==> src/rtl/syncSerialPkg.sv <==
package syncSerialPkg;

  typedef enum logic [2:0] {
    ST_IDLE  = 3'd0,
    ST_ARMED = 3'd1,
    ST_LOW   = 3'd2,
    ST_HIGH  = 3'd3,
    ST_TAIL  = 3'd4
  } xferState_t;

  typedef struct packed {
    logic load;
    logic fallEv;
    logic riseEv;
    logic lastEv;
  } sspStrobes_t;

endpackage

==> src/rtl/sspControl.sv <==
module sspControl
  import syncSerialPkg::*;
#(
  parameter int DATA_W = 8,
  parameter int DIV_W  = 8
) (
  input  logic             clk,
  input  logic             rstN,
  input  logic             intClk,
  input  logic             txEn,
  input  logic             ctsN,
  input  logic             txBufEmpty,
  input  logic             sclkIn,
  input  logic [DIV_W-1:0] divN,
  output sspStrobes_t      strb,
  output logic             sclkOut,
  output logic             txShiftEmpty
);
  localparam int CNT_W = (DATA_W > 2) ? $clog2(DATA_W) : 1;
  localparam logic [CNT_W-1:0] LAST_BIT = CNT_W'(DATA_W - 1);

  xferState_t state, nextState;
  logic [DIV_W-1:0] divCnt;
  logic [CNT_W-1:0] bitCnt;
  logic [2:0] syncQ;
  logic fallIn, riseIn, divHit;

  assign fallIn = syncQ[2] & ~syncQ[1];
  assign riseIn = ~syncQ[2] & syncQ[1];
  assign divHit = (divCnt == divN);
  assign txShiftEmpty = (state == ST_IDLE);

  always_comb begin
    strb = '0;
    nextState = state;
    case (state)
      ST_IDLE: begin
        if (!txBufEmpty && txEn && (!intClk || !ctsN)) begin
          strb.load = 1'b1;
          nextState = ST_ARMED;
        end
      end
      ST_ARMED: begin
        if (intClk || fallIn) begin
          strb.fallEv = 1'b1;
          nextState = ST_LOW;
        end
      end
      ST_LOW: begin
        if (intClk ? divHit : riseIn) begin
          strb.riseEv = 1'b1;
          if (bitCnt == LAST_BIT) begin
            strb.lastEv = 1'b1;
            nextState = intClk ? ST_TAIL : ST_IDLE;
          end else begin
            nextState = ST_HIGH;
          end
        end
      end
      ST_HIGH: begin
        if (intClk ? divHit : fallIn) begin
          strb.fallEv = 1'b1;
          nextState = ST_LOW;
        end
      end
      ST_TAIL: begin
        if (divHit) nextState = ST_IDLE;
      end
      default: nextState = ST_IDLE;
    endcase
  end

  always_ff @(posedge clk) begin
    if (!rstN) begin
      state   <= ST_IDLE;
      divCnt  <= '0;
      bitCnt  <= '0;
      syncQ   <= 3'b111;
      sclkOut <= 1'b1;
    end else begin
      syncQ <= {syncQ[1:0], sclkIn};
      state <= nextState;
      if (nextState != state) divCnt <= '0;
      else                    divCnt <= divCnt + 1'b1;
      if (strb.load)        bitCnt <= '0;
      else if (strb.riseEv) bitCnt <= bitCnt + 1'b1;
      if (strb.fallEv && intClk)       sclkOut <= 1'b0;
      else if (strb.riseEv || !intClk) sclkOut <= 1'b1;
    end
  end

endmodule

==> src/rtl/sspDatapath.sv <==
module sspDatapath
  import syncSerialPkg::*;
#(
  parameter int DATA_W = 8
) (
  input  logic              clk,
  input  logic              rstN,
  input  sspStrobes_t       strb,
  input  logic              intClk,
  input  logic              rxEn,
  input  logic              wrTx,
  input  logic [DATA_W-1:0] wrData,
  input  logic              rdRx,
  input  logic              rxd,
  output logic [DATA_W-1:0] rxData,
  output logic              txBufEmpty,
  output logic              rxDone,
  output logic              irqTx,
  output logic              irqRx,
  output logic              txd,
  output logic              rts
);
  logic [DATA_W-1:0] txBuf, shOut, shIn, shInNext;

  assign shInNext = {rxd, shIn[DATA_W-1:1]};

  always_ff @(posedge clk) begin
    if (!rstN) begin
      txBuf      <= '0;
      txBufEmpty <= 1'b1;
      shOut      <= '0;
      shIn       <= '0;
      rxData     <= '0;
      rxDone     <= 1'b0;
      irqTx      <= 1'b0;
      irqRx      <= 1'b0;
      txd        <= 1'b1;
      rts        <= 1'b0;
    end else begin
      irqTx <= strb.load;
      irqRx <= strb.lastEv && rxEn;

      if (wrTx) begin
        txBuf      <= wrData;
        txBufEmpty <= 1'b0;
      end else if (strb.load) begin
        txBufEmpty <= 1'b1;
      end

      if (strb.load) shOut <= txBuf;
      else if (strb.fallEv) begin
        txd   <= shOut[0];
        shOut <= shOut >> 1;
      end

      if (strb.riseEv) shIn <= shInNext;

      if (strb.lastEv && rxEn) begin
        rxData <= shInNext;
        rxDone <= 1'b1;
      end else if (rdRx && rxDone) begin
        rxDone <= 1'b0;
      end

      if (strb.load && !intClk && rxEn) rts <= 1'b1;
      else if (rdRx && rxDone && !(strb.lastEv && rxEn)) rts <= 1'b0;
    end
  end

endmodule

==> src/rtl/syncSerialPort.sv <==
module syncSerialPort
  import syncSerialPkg::*;
#(
  parameter int DATA_W = 8,
  parameter int DIV_W  = 8
) (
  input  logic              clk,
  input  logic              rstN,
  input  logic              intClk,
  input  logic              txEn,
  input  logic              rxEn,
  input  logic [DIV_W-1:0]  divN,
  input  logic              wrTx,
  input  logic [DATA_W-1:0] wrData,
  input  logic              rdRx,
  output logic [DATA_W-1:0] rxData,
  output logic              txBufEmpty,
  output logic              rxDone,
  output logic              txShiftEmpty,
  output logic              irqTx,
  output logic              irqRx,
  input  logic              sclkIn,
  output logic              sclkOut,
  output logic              txd,
  input  logic              rxd,
  input  logic              ctsN,
  output logic              rts
);
  sspStrobes_t strb;

  sspControl #(.DATA_W(DATA_W), .DIV_W(DIV_W)) i_ctrl (
    .clk(clk), .rstN(rstN), .intClk(intClk), .txEn(txEn), .ctsN(ctsN),
    .txBufEmpty(txBufEmpty), .sclkIn(sclkIn), .divN(divN), .strb(strb),
    .sclkOut(sclkOut), .txShiftEmpty(txShiftEmpty)
  );

  sspDatapath #(.DATA_W(DATA_W)) i_data (
    .clk(clk), .rstN(rstN), .strb(strb), .intClk(intClk), .rxEn(rxEn),
    .wrTx(wrTx), .wrData(wrData), .rdRx(rdRx), .rxd(rxd), .rxData(rxData),
    .txBufEmpty(txBufEmpty), .rxDone(rxDone), .irqTx(irqTx), .irqRx(irqRx),
    .txd(txd), .rts(rts)
  );

endmodule

==> config.mk <==
export PLATFORM = sky130hd
export DESIGN_NAME = syncSerialPort
export DESIGN_NICKNAME = d
export VERILOG_FILES = /design/src/rtl/syncSerialPkg.sv /design/src/rtl/sspControl.sv /design/src/rtl/sspDatapath.sv /design/src/rtl/syncSerialPort.sv
export SDC_FILE = /design/constraint.sdc
export NUM_CORES = 1
export LEC_CHECK = 0
export CAP_MARGIN = 40
export CORE_UTILIZATION = 59
export CTS_BUF_LIST = sky130_fd_sc_hd__clkbuf_4
export DETAILED_ROUTE_END_ITERATION = 7
export PLACE_DENSITY = 0.88
export SLEW_MARGIN = 25
export SYNTH_ARGS = -nofsm -noshare
export SYNTH_HDL_FRONTEND = slang
export SYNTH_HIERARCHICAL = 1
export SYNTH_SLANG_ARGS = --single-unit
==> constraint.sdc <==
create_clock -name clk -period 4 [get_ports clk]
set_input_delay 1 -clock clk [delete_from_list [all_inputs] [get_ports clk]]
set_output_delay 1 -clock clk [all_outputs]
set_load 0.02 [all_outputs]
==> impl_metrics.ini <==
[status]
outcome = finished clean

[power]
leakage_nw = 1.09
cellPowerDensity_nw_per_um2 = 329
peakVddDrop_mv = 0.251

[place]
io_buffers = 41
dp_slack_ns = 0.645
place_congestion = 0.858
hpwl_um = 3170

[yosys]
synth-seq-area-share_pct = 44.6
synth_edf_count = 0
ys.flop_type = dfxtp_1
ys_ff_latch = 55
synth_common_cells = 55 x dfxtp_1, 29 x nand2_1, 25 x mux2i_1
synth_top_cell_area_share_pct = 44.6
synth_area_leaders = dfxtp_1 45%, mux2i_1 10%, xor2_1 4.6%
synth.most_common_cell = dfxtp_1
yosysUniqueCellTypes = 46
syn-num-nets = 285
syn_inst = 256
synthArstFlopShare_pct = 0
yosysWarningCount = 6
synth_top_area_cell = dfxtp_1
synth_area_um2 = 2470
avgSynthCellArea_um2 = 9.65

[global_route]
grt_pass1_wl_um = 7450
grt_antenna_before_repair = 0
grt_pass1_vias = 1740
grt_usage_pct = 22.0
grt_overflow = 0
grt_start_max_net_pins = 26

[critical_path]
critPathMostFrequentCell = and2_1
cp.required_ns = 4.30
worstSetupPathType = in2reg
critPathBufInv = 1
cp_max_fo = 9
crit_family = simple AND/OR/NAND/NOR gates
crit_chain = clkdlybuf4s50_1 -> xor2_1 -> nor4_2 -> and2_1 -> a21o_1 -> and2_1 -> and2_1 -> nand2_1 -> a21boi_1
cp-end-kind = flop
critPathMaxStageDelay_ns = 0.43
cp_data_arrival_time_ns = 3.29
cp-start-kind = input pin
slowest_stage = nor4_2

[floorplan]
io_pins = 42
core_um2 = 4000
start_util_pct = 61.8
rows = 23
fp.dieH_um = 66.7
die-area_um2 = 4450
die_width_um = 66.7

[timing]
worst_slew_pin_slew_ns = 0.725
min_period_ns = 2.99
skew_ns = 0.00735
rsz0062_at_grt = false
setup_violations = 0
fmax_ghz = 0.335
setup_tns_ns = 0
slew_headroom_pct = 51.5
hold_viol = 0
fin_crit_sh_pct = 74.6
layout_setup_ws_ns = 1.01
maxSlewViolCount = 0

[clock_network]
clock_sinks = 55
holdBufCountCts = 0
cts-buffers-inserted = 5
cts_max_level = 2
cts_tree = yes
cts.path.max_buffers = 2
ctsResizeCount = 0
post-cts-setup-buffers = 0
clk_pin_slew_ns = 0.15
root_buffer = clkbuf_4
clock_latency_ns = 0.36

[drt]
finalWirelength_um = 4460
final_antenna_net_count = 0
vias = 1875
drc = 0
wl_per_cell_um = 12.9
viasPerCell = 5.43
drtIter0Drc = 144
first_pass_iters = 4

[finish]
area_delta_synth_final_pct = 19.6
antennaDiodeCount = 0
fill_cells = 312
layout-drive-gt1-share_pct = 8.81
nets = 323

[run]
cap_violations = 0

[hold_path]
hold_path.class = reg2reg
cell type report:
type                       instances  area (µm²)  area share [%]
clock buffer                       5        37.5            1.27
clock inverter                     3        38.8            1.31
inverter                           6        22.5           0.762
multi-input combinational        181        1250            42.4
sequential                        55        1100            37.2
tap                               50        62.6            2.12
timing repair buffer              45         440            14.9
worst reg2reg max path: cells and delay by family (launching register included):
kind	cells	cell delay, ns
and+or+nand+nor	5	1.37
DFF	1	0.38
AOI/OAI and AO/OA	2	0.30
xor gates and xnor gates	1	0.16
per-layer routing:
| layer | up-vias | wire length [µm] | track usage, % |
|---|---|---|---|
| li1 | 961 | - | - |
| met1 | 863 | 2030 | 26.6 |
| met2 | 41 | 2100 | 36.4 |
| met3 | 10 | 239 | 5.14 |
| met4 | 0 | 102 | 10.4 |
| met5 | - | 0 | 0 |
stage by stage:
| stage | utilization, % | std cells | power [W] | hold WS (ns) | area, µm² |
|---|---|---|---|---|---|
| 3_3_place_gp | 72.0 | 337 | 0.000690 | 0.397 | 2880 |
| 4_1_cts | 73.9 | 345 | 0.000984 | 0.431 | 2960 |
| 5_1_grt | 73.9 | 345 | 0.00102 | 0.464 | 2960 |
| 3_5_place_dp | 72.0 | 337 | 0.000693 | 0.398 | 2880 |
| 2_1_floorplan | - | 256 | 0.000651 | 0.386 | 2470 |
| 6_report | 73.9 | 345 | 0.000973 | 0.428 | 2960 |
cell usage in the layout (no fill, tap or decap), types with 2 or more instances in the layout:
master	count
nand2b_1	3
inv_1	5
nor2_1	8
nand3_1	7
o21ai_2	4
nand2_1	29
a21oi_1	11
a21boi_1	8
clkdlybuf4s50_1	41
a211oi_1	2
nor3b_1	3
nor4_2	3
clkbuf_4	5
and2_1	4
dfxtp_1	55
and3_1	3
nor2b_1	17
mux2i_1	25
ha_1	3
o21ai_0	7
buf_4	4
nand3b_1	2
nor3_1	9
xor2_1	13
path summary, 6_finish.rpt:
path         slack, ns  cells after the start             start               end
max               1.01                      9           divN[6]  i_data/rxData[6]
min               0.43                      1   i_ctrl/syncQ[0]   i_ctrl/syncQ[1]
max reg2reg       1.73                      8  i_ctrl/divCnt[5]  i_data/rxData[6]
min reg2reg       0.43                      1   i_ctrl/syncQ[0]   i_ctrl/syncQ[1]
power breakdown:
| group | switching (W) | internal, W |
|---|---|---|
| clock | 0.000163 | 0.000129 |
| combinational | 0.0000467 | 0.0000569 |
| sequential | 0.0000132 | 0.000564 |
flip-flops by register name (all words and copies together) (netlist names), 3 cells and up:
name           cells
i_ctrl/divCnt      8
i_data/rxData      8
i_data/shOut       8
i_data/txBuf       8
i_data/shIn        7
i_ctrl/bitCnt      3
i_ctrl/state       3
i_ctrl/syncQ       3
cell families (layout without fill, tap and decap cells):
family / Yosys count / after routing / share of synthesized area [%]
buffers and inverters: 20 / 59 / 4.71
xor gates and xnor gates: 14 / 14 / 4.96
DFF: 55 / 55 / 44.6
muxes: 26 / 26 / 10.6
and+or+nand+nor: 93 / 93 / 20.7
AOI/OAI and AO/OA: 45 / 45 / 13.0
adders and majority gates: 3 / 3 / 1.52
No activity file was read; power rests on OpenSTA's default activity.
